[config.mk]
export PLATFORM = sky130hd
export DESIGN_NAME = oneshot_timer
export DESIGN_NICKNAME = d
export VERILOG_FILES = /design/src/rtl/oneshot_pkg.sv /design/src/rtl/os_sync.sv /design/src/rtl/os_edge_detect.sv /design/src/rtl/os_phase_fsm.sv /design/src/rtl/oneshot_timer.sv
export SDC_FILE = /design/constraint.sdc
export NUM_CORES = 1
export LEC_CHECK = 0
export BUFFER_PORTS_ARGS = -buffer_cell sky130_fd_sc_hd__buf_2
export CAP_MARGIN = 20
export CORE_MARGIN = 2
export CORE_UTILIZATION = 25
export DETAILED_ROUTE_END_ITERATION = 10
export HOLD_SLACK_MARGIN = 0.06
export PLACE_DENSITY = 0.42
export SETUP_SLACK_MARGIN = 0.02
export SYNTH_ARGS = -nofsm -noshare
export SYNTH_HDL_FRONTEND = slang
export SYNTH_SLANG_ARGS = --single-unit
[constraint.sdc]
create_clock -name clk -period 1.9 [get_ports clk]
set_input_delay 0.285 -clock clk [delete_from_list [all_inputs] [get_ports clk]]
set_output_delay 0.285 -clock clk [all_outputs]
set_load 0.05 [all_outputs]
[src/rtl/oneshot_pkg.sv]
package oneshot_pkg;

    // Phase of the one-shot sequence
    typedef enum logic [1:0] {
        PH_IDLE   = 2'd0,
        PH_DISCH  = 2'd1,
        PH_CHARGE = 2'd2
    } phase_e;

    // Lane numbering of the trigger inputs inside the synchroniser bus
    localparam int unsigned LANE_A = 0;
    localparam int unsigned LANE_B = 1;
    localparam int unsigned LANES  = 2;

    // What the edge detector reports about both trigger lanes
    typedef struct packed {
        logic a_lvl;
        logic b_lvl;
        logic a_rise;
        logic b_fall;
    } trig_view_s;

    // A trigger is valid on an A rise gated by B high, or a B fall gated by A low
    function automatic logic trig_valid(trig_view_s v, logic enable);
        return enable & ((v.a_rise & v.b_lvl) | (v.b_fall & ~v.a_lvl));
    endfunction

    // Counter width large enough for both the discharge and the charge length
    function automatic int unsigned cnt_width(int unsigned pw, int unsigned d);
        int unsigned dw;
        dw = (d < 2) ? 1 : $clog2(d);
        return (pw > dw) ? pw : dw;
    endfunction

endpackage

[src/rtl/os_sync.sv]
module os_sync #(
    parameter int unsigned WIDTH  = 2,
    parameter int unsigned STAGES = 2
) (
    input  logic             clk,
    input  logic             rst,
    input  logic [WIDTH-1:0] async_i,
    output logic [WIDTH-1:0] sync_o
);
    logic [WIDTH-1:0] stage_q [STAGES];

    // First stage samples the raw inputs
    always_ff @(posedge clk) begin
        if (rst) stage_q[0] <= '0;
        else     stage_q[0] <= async_i;
    end

    // Remaining stages form the metastability chain
    generate
        for (genvar s = 1; s < STAGES; s++) begin : g_stage
            always_ff @(posedge clk) begin
                if (rst) stage_q[s] <= '0;
                else     stage_q[s] <= stage_q[s-1];
            end
        end
    endgenerate

    assign sync_o = stage_q[STAGES-1];
endmodule

[src/rtl/os_edge_detect.sv]
module os_edge_detect
    import oneshot_pkg::*;
(
    input  logic             clk,
    input  logic             rst,
    input  logic [LANES-1:0] lvl_i,
    output trig_view_s       view_o
);
    logic [LANES-1:0] prev_q;
    logic [LANES-1:0] rise;
    logic [LANES-1:0] fall;

    // Remember the previous synchronised level of every lane
    always_ff @(posedge clk) begin
        if (rst) prev_q <= '0;
        else     prev_q <= lvl_i;
    end

    generate
        for (genvar l = 0; l < LANES; l++) begin : g_lane
            assign rise[l] =  lvl_i[l] & ~prev_q[l];
            assign fall[l] = ~lvl_i[l] &  prev_q[l];
        end
    endgenerate

    always_comb begin
        view_o.a_lvl  = lvl_i[LANE_A];
        view_o.b_lvl  = lvl_i[LANE_B];
        view_o.a_rise = rise[LANE_A];
        view_o.b_fall = fall[LANE_B];
    end
endmodule

[src/rtl/os_phase_fsm.sv]
module os_phase_fsm
    import oneshot_pkg::*;
#(
    parameter int unsigned DISCHARGE_CYCLES = 2,
    parameter int unsigned PERIOD_W         = 8
) (
    input  logic                clk,
    input  logic                rst,
    input  logic                clear_n,
    input  logic                fire_i,
    input  logic [PERIOD_W-1:0] period_i,
    output phase_e              phase_o
);
    localparam int unsigned CW = cnt_width(PERIOD_W, DISCHARGE_CYCLES);
    localparam logic [CW-1:0] DISCH_LOAD = CW'(DISCHARGE_CYCLES - 1);

    phase_e              phase_q;
    logic [CW-1:0]       cnt_q;
    logic [PERIOD_W-1:0] per_q;
    logic [CW-1:0]       charge_load;

    // Charge length minus one; a zero period still gives one cycle
    assign charge_load = (per_q == '0) ? '0 : (CW'(per_q) - CW'(1));

    always_ff @(posedge clk or negedge clear_n) begin
        if (!clear_n) begin
            phase_q <= PH_IDLE;
            cnt_q   <= '0;
            per_q   <= '0;
        end else if (rst) begin
            phase_q <= PH_IDLE;
            cnt_q   <= '0;
            per_q   <= '0;
        end else begin
            unique case (phase_q)
                PH_IDLE: begin
                    if (fire_i) begin
                        phase_q <= PH_DISCH;
                        cnt_q   <= DISCH_LOAD;
                        per_q   <= period_i;
                    end
                end
                PH_DISCH: begin
                    // triggers are not looked at here
                    if (cnt_q == '0) begin
                        phase_q <= PH_CHARGE;
                        cnt_q   <= charge_load;
                    end else begin
                        cnt_q <= cnt_q - CW'(1);
                    end
                end
                PH_CHARGE: begin
                    if (fire_i) begin
                        phase_q <= PH_DISCH;
                        cnt_q   <= DISCH_LOAD;
                        per_q   <= period_i;
                    end else if (cnt_q == '0) begin
                        phase_q <= PH_IDLE;
                    end else begin
                        cnt_q <= cnt_q - CW'(1);
                    end
                end
                default: phase_q <= PH_IDLE;
            endcase
        end
    end

    assign phase_o = phase_q;
endmodule

[src/rtl/oneshot_timer.sv]
module oneshot_timer
    import oneshot_pkg::*;
#(
    parameter int unsigned DISCHARGE_CYCLES = 2,
    parameter int unsigned PERIOD_W         = 8
) (
    input  logic                clk,
    input  logic                rst,
    input  logic                clear_n,
    input  logic                trig_a,
    input  logic                trig_b,
    input  logic [PERIOD_W-1:0] period_i,
    output logic                q,
    output logic                q_n,
    output logic                disch_o
);
    logic [LANES-1:0] raw_lvl;
    logic [LANES-1:0] sync_lvl;
    trig_view_s       view;
    logic             fire;
    phase_e           phase;
    logic             in_charge;

    always_comb begin
        raw_lvl         = '0;
        raw_lvl[LANE_A] = trig_a;
        raw_lvl[LANE_B] = trig_b;
    end

    os_sync #(.WIDTH(LANES), .STAGES(2)) sync_i (
        .clk     (clk),
        .rst     (rst),
        .async_i (raw_lvl),
        .sync_o  (sync_lvl)
    );

    os_edge_detect edge_i (
        .clk    (clk),
        .rst    (rst),
        .lvl_i  (sync_lvl),
        .view_o (view)
    );

    // clear_n low inhibits every trigger
    assign fire = trig_valid(view, clear_n);

    os_phase_fsm #(
        .DISCHARGE_CYCLES (DISCHARGE_CYCLES),
        .PERIOD_W         (PERIOD_W)
    ) fsm_i (
        .clk      (clk),
        .rst      (rst),
        .clear_n  (clear_n),
        .fire_i   (fire),
        .period_i (period_i),
        .phase_o  (phase)
    );

    assign q         = (phase != PH_IDLE);
    assign q_n       = ~q;
    assign disch_o   = (phase == PH_DISCH);
    assign in_charge = (phase == PH_CHARGE);
endmodule

==> impl_metrics.env <==
export IMPL_numPortBuffers=15
export IMPL_comb_power_share_pct=60.2
export IMPL_ioPinCount=16
export IMPL_max_cap_violations=0
export IMPL_min_delay_path_depth=2
export IMPL_start_util_pct=25.6
export IMPL_post_place_ws_ns=-0.0136
export IMPL_power_density_nw_per_um2=1330
export IMPL_hold_viol=0
export IMPL_antenna_cells=0
export IMPL_syn_area_um2=1500
export IMPL_synth_top_area_share_pct=30.0
export IMPL_cp_num_buf_inv=2
export IMPL_required_ns=2.06
export IMPL_die_area_um2=6640
export IMPL_hold_class="primary input to flop"
export IMPL_peakVddDrop_mv=0.835
export IMPL_rows=28
export IMPL_cts_sinks=24
export IMPL_cts_tree="yes"
export IMPL_worst_pin_slew_ns=0.484
export IMPL_num_fill_cells=591
export IMPL_fin_worst_skew_ns=0.00243
export IMPL_fin_crit_sh_pct=96.6
export IMPL_synth_ff_type="dfrtp_1"
export IMPL_seq_area_frac_synth_pct=38.0
export IMPL_min_from="trig_b"
export IMPL_synth_fa_ha_area_share_pct=6.67
export IMPL_cp_end_kind="flop"
export IMPL_cp_start_kind="flop"
export IMPL_rrSetupSlack_ns=0.07
export IMPL_vias=1290
export IMPL_finalSetupViolCount=0
export IMPL_grt_pass1_vias=1363
export IMPL_muxShareOfSynthArea_pct=5.42
export IMPL_rsz0062_at_grt="true"
export IMPL_clk_path_buf_depth=2
export IMPL_ant_nets=0
export IMPL_cts_buffers=3
export IMPL_wl_per_cell_um=14.2
export IMPL_root_buffer="clkbuf_8"
export IMPL_layout_drive_gt1_share_pct=36.9
export IMPL_first_pass_iters=4
export IMPL_pwr_share_clk_pct=17.1
export IMPL_gr_total_overflow=0
export IMPL_place_congestion=0.873
export IMPL_reg2reg_depth=8
export IMPL_clk_latency_ns=0.27
export IMPL_syn_inst=149
export IMPL_r2r_end="fsm_i.phase_o[0]"
export IMPL_layout_setup_ws_ns=0.0652
export IMPL_final_nets=217
export IMPL_core_area_um2=5850
export IMPL_path_cells="inv_2, ha_1, nor4b_4, buf_6, a21boi_1, o211a_1, a21oi_2, mux2_4"
export IMPL_slew_headroom_pct=67.7
export IMPL_crit_family="compound AO/OA/AOI/OAI gates"
export IMPL_syn_num_nets=170
export IMPL_grt_usage_pct=13.0
export IMPL_place_area_um2=1830
export IMPL_yosys_top_cells_area="dfrtp_1 (30%), dfxtp_1 (8.0%), ha_1 (6.7%)"
export IMPL_synth_compound_area_share_pct=24.6
export IMPL_p_switching_uw=1100
export IMPL_clk_pin_slew_ns=0.09
export IMPL_cts_max_level=1
export IMPL_ys_async_sr_fraction_pct=75.0
export IMPL_crit_fanout=4
export IMPL_crit_arrival_ns=2.00
export IMPL_tns_ns=0
export IMPL_drtIter0Drc=114
export IMPL_synth_top_family_by_area="compound AO/OA/AOI/OAI gates"
export IMPL_yosysWarnings=0
export IMPL_area_delta_synth_final_pct=34.9
export IMPL_synth_top_cell_by_area="dfrtp_1"
export IMPL_via_per_inst=4.78
export IMPL_die_h_um=81.5
export IMPL_cp_slowest_cell="dfrtp_1"
export IMPL_hold_end="sync_i.stage_q[0][1]"
export IMPL_ys_ff_latch=24
export IMPL_synth_xor_xnor_area_share_pct=4.09
export IMPL_grt_start_max_net_pins=19
export IMPL_antenna_found_initial=0
export IMPL_power_leakage_uw=0.000949
export IMPL_synth_distinct_cells=55
export IMPL_fp_dieW_um=81.5
export IMPL_finalInstanceArea_um2=2020
export IMPL_path_class="flop to flop"
export IMPL_finish_utilization_pct=34.6
export IMPL_grt_pass1_wl_mm=6.67
export IMPL_syn_mean_instance_area_um2=10.1
export IMPL_status="complete, no violations"
export IMPL_hpwl_mm=2.93
export IMPL_swShare_pct=40.8
export IMPL_drt_wl_total_mm=3.84
export IMPL_synth_simple_area_share_pct=17.3
export IMPL_pwr_share_seq_pct=22.7
export IMPL_slew_violations=0
export IMPL_post_route_min_period_ns=1.83
export IMPL_max_stage_delay_ns=0.41
export IMPL_r2r_start="fsm_i.cnt_q[0]"
export IMPL_p_int_uw=1590
export IMPL_synth_edf_count=0
export IMPL_fmax_mhz=545
export IMPL_drc=0
[sequential cells by signal, summed over array words and instances (netlist names)]
| name | count |
|---|---|
| edge_i.prev_q | 2 |
| fsm_i.phase_o | 2 |
| fsm_i.per_q | 8 |
| sync_i.stage_q | 4 |
| fsm_i.cnt_q | 8 |
[logic make-up after synthesis]
kind of cell | count (synthesis)
simple gates | 46
compound gates | 43
flops | 24
buf+inv | 13
mux | 8
fa+ha+maj | 8
xor+xnor | 7
[cells in the final DEF (no fill, tap or decap), types with 2 or more instances in the layout]
| cell type | Yosys | routed |
|---|---|---|
| o2bb2ai_1 | 2 | 2 |
| inv_1 | 9 | 7 |
| dfxtp_1 | 6 | 6 |
| xnor2_1 | 4 | 4 |
| ha_2 | 0 | 2 |
| dfrtp_1 | 18 | 18 |
| a31oi_4 | 1 | 2 |
| nor3_1 | 5 | 4 |
| dlygate4sd3_1 | 0 | 2 |
| xor2_1 | 3 | 3 |
| buf_4 | 0 | 25 |
| buf_6 | 1 | 3 |
| inv_2 | 0 | 2 |
| o22ai_1 | 4 | 4 |
| clkbuf_8 | 0 | 3 |
| nor3_2 | 2 | 2 |
| o32ai_1 | 3 | 3 |
| nor2_1 | 15 | 15 |
| buf_2 | 1 | 14 |
| a31oi_1 | 3 | 2 |
| ha_1 | 8 | 5 |
| mux2i_1 | 7 | 7 |
| nor2b_1 | 6 | 6 |
| a21oi_1 | 7 | 7 |
| o21ai_0 | 2 | 2 |
| nand2_1 | 7 | 7 |
[timing repair]
action / 4_1_cts / 5_1_grt
endpoints found under the hold margin: 18 / 0
setup buffers: 2 / 2
endpoints found under the setup margin: 8 / 10
cloned: 0 / 0
hold buffers: 2 / 0
gates resized for setup: 4 / 13
pin swaps: 1 / 4
[per-layer routing]
layer | wire length (um) | share of wire [%] | GRT usage [%] | vias to the layer above
met5 | 0 | 0 | 0 | -
met4 | 27 | 0.70 | 4.24 | 0
met3 | 113 | 2.9 | 1.76 | 2
met2 | 1870 | 49 | 22.0 | 23
met1 | 1830 | 48 | 17.0 | 625
li1 | - | - | - | 640
[synth_stat cells (2+ instances only)]
cell type,n
o22ai_1,4
xor2_1,3
dfxtp_1,6
dfrtp_1,18
nor2b_1,6
nor2_1,15
a32o_1,2
inv_1,9
nor3_2,2
a21oi_1,7
o2bb2ai_1,2
mux2i_1,7
o32ai_1,3
o21ai_0,2
xnor2_1,4
nor3_1,5
a31oi_1,3
nand2_1,7
ha_1,8
[worst max path at each step]
stage,from,end,slack [ns],depth (start not counted)
after floorplan,fsm_i.phase_o[0],fsm_i.cnt_q[6],0.04,7
after global placement,fsm_i.cnt_q[0],fsm_i.cnt_q[3],0.0006,7
after detailed placement,fsm_i.cnt_q[0],fsm_i.phase_o[0],-0.01,7
after CTS,fsm_i.cnt_q[0],fsm_i.phase_o[0],0.02,7
after global routing,fsm_i.cnt_q[0],fsm_i.phase_o[0],-0.01,8
final,fsm_i.cnt_q[0],fsm_i.phase_o[0],0.07,8
[metrics by stage]
stage | hold slack (ns) | total power (uW) | std cells
final | 0.225 | 2690 | 270
after global routing | 0.243 | 2870 | 270
after CTS | 0.228 | 2520 | 268
after detailed placement | 0.254 | 1990 | 260
after global placement | 0.257 | 1990 | 260
after floorplan | -0.0106 | 1540 | 149
[final cells by class]
type	count	area (um^2)	area share, %
clock buffers	3	41.3	2.04
inverters	10	37.5	1.86
flip-flops and latches	24	571	28.2
well taps	75	93.8	4.64
repair buffers	45	319	15.8
multi-input cells	112	931	46.0
clock inverters	1	30.0	1.48
[worst reg2reg max path: stages (launching register included)]
cell and delay, ns:
dfrtp_1 0.41, inv_2 0.07, ha_1 0.15, nor4b_4 0.20
buf_6 0.16, a21boi_1 0.06, o211a_1 0.21, a21oi_2 0.15
mux2_4 0.31
[power by group through the flow]
stage               Sequential, uW  Combinational (uW)  Clock [uW]
floorplan                      611                 926           0
global placement               616                1370           0
detailed placement             615                1370           0
CTS                            607                1440         469
global route                   621                1760         490
finish                         612                1620         460
(Power assumes the default switching activity.)
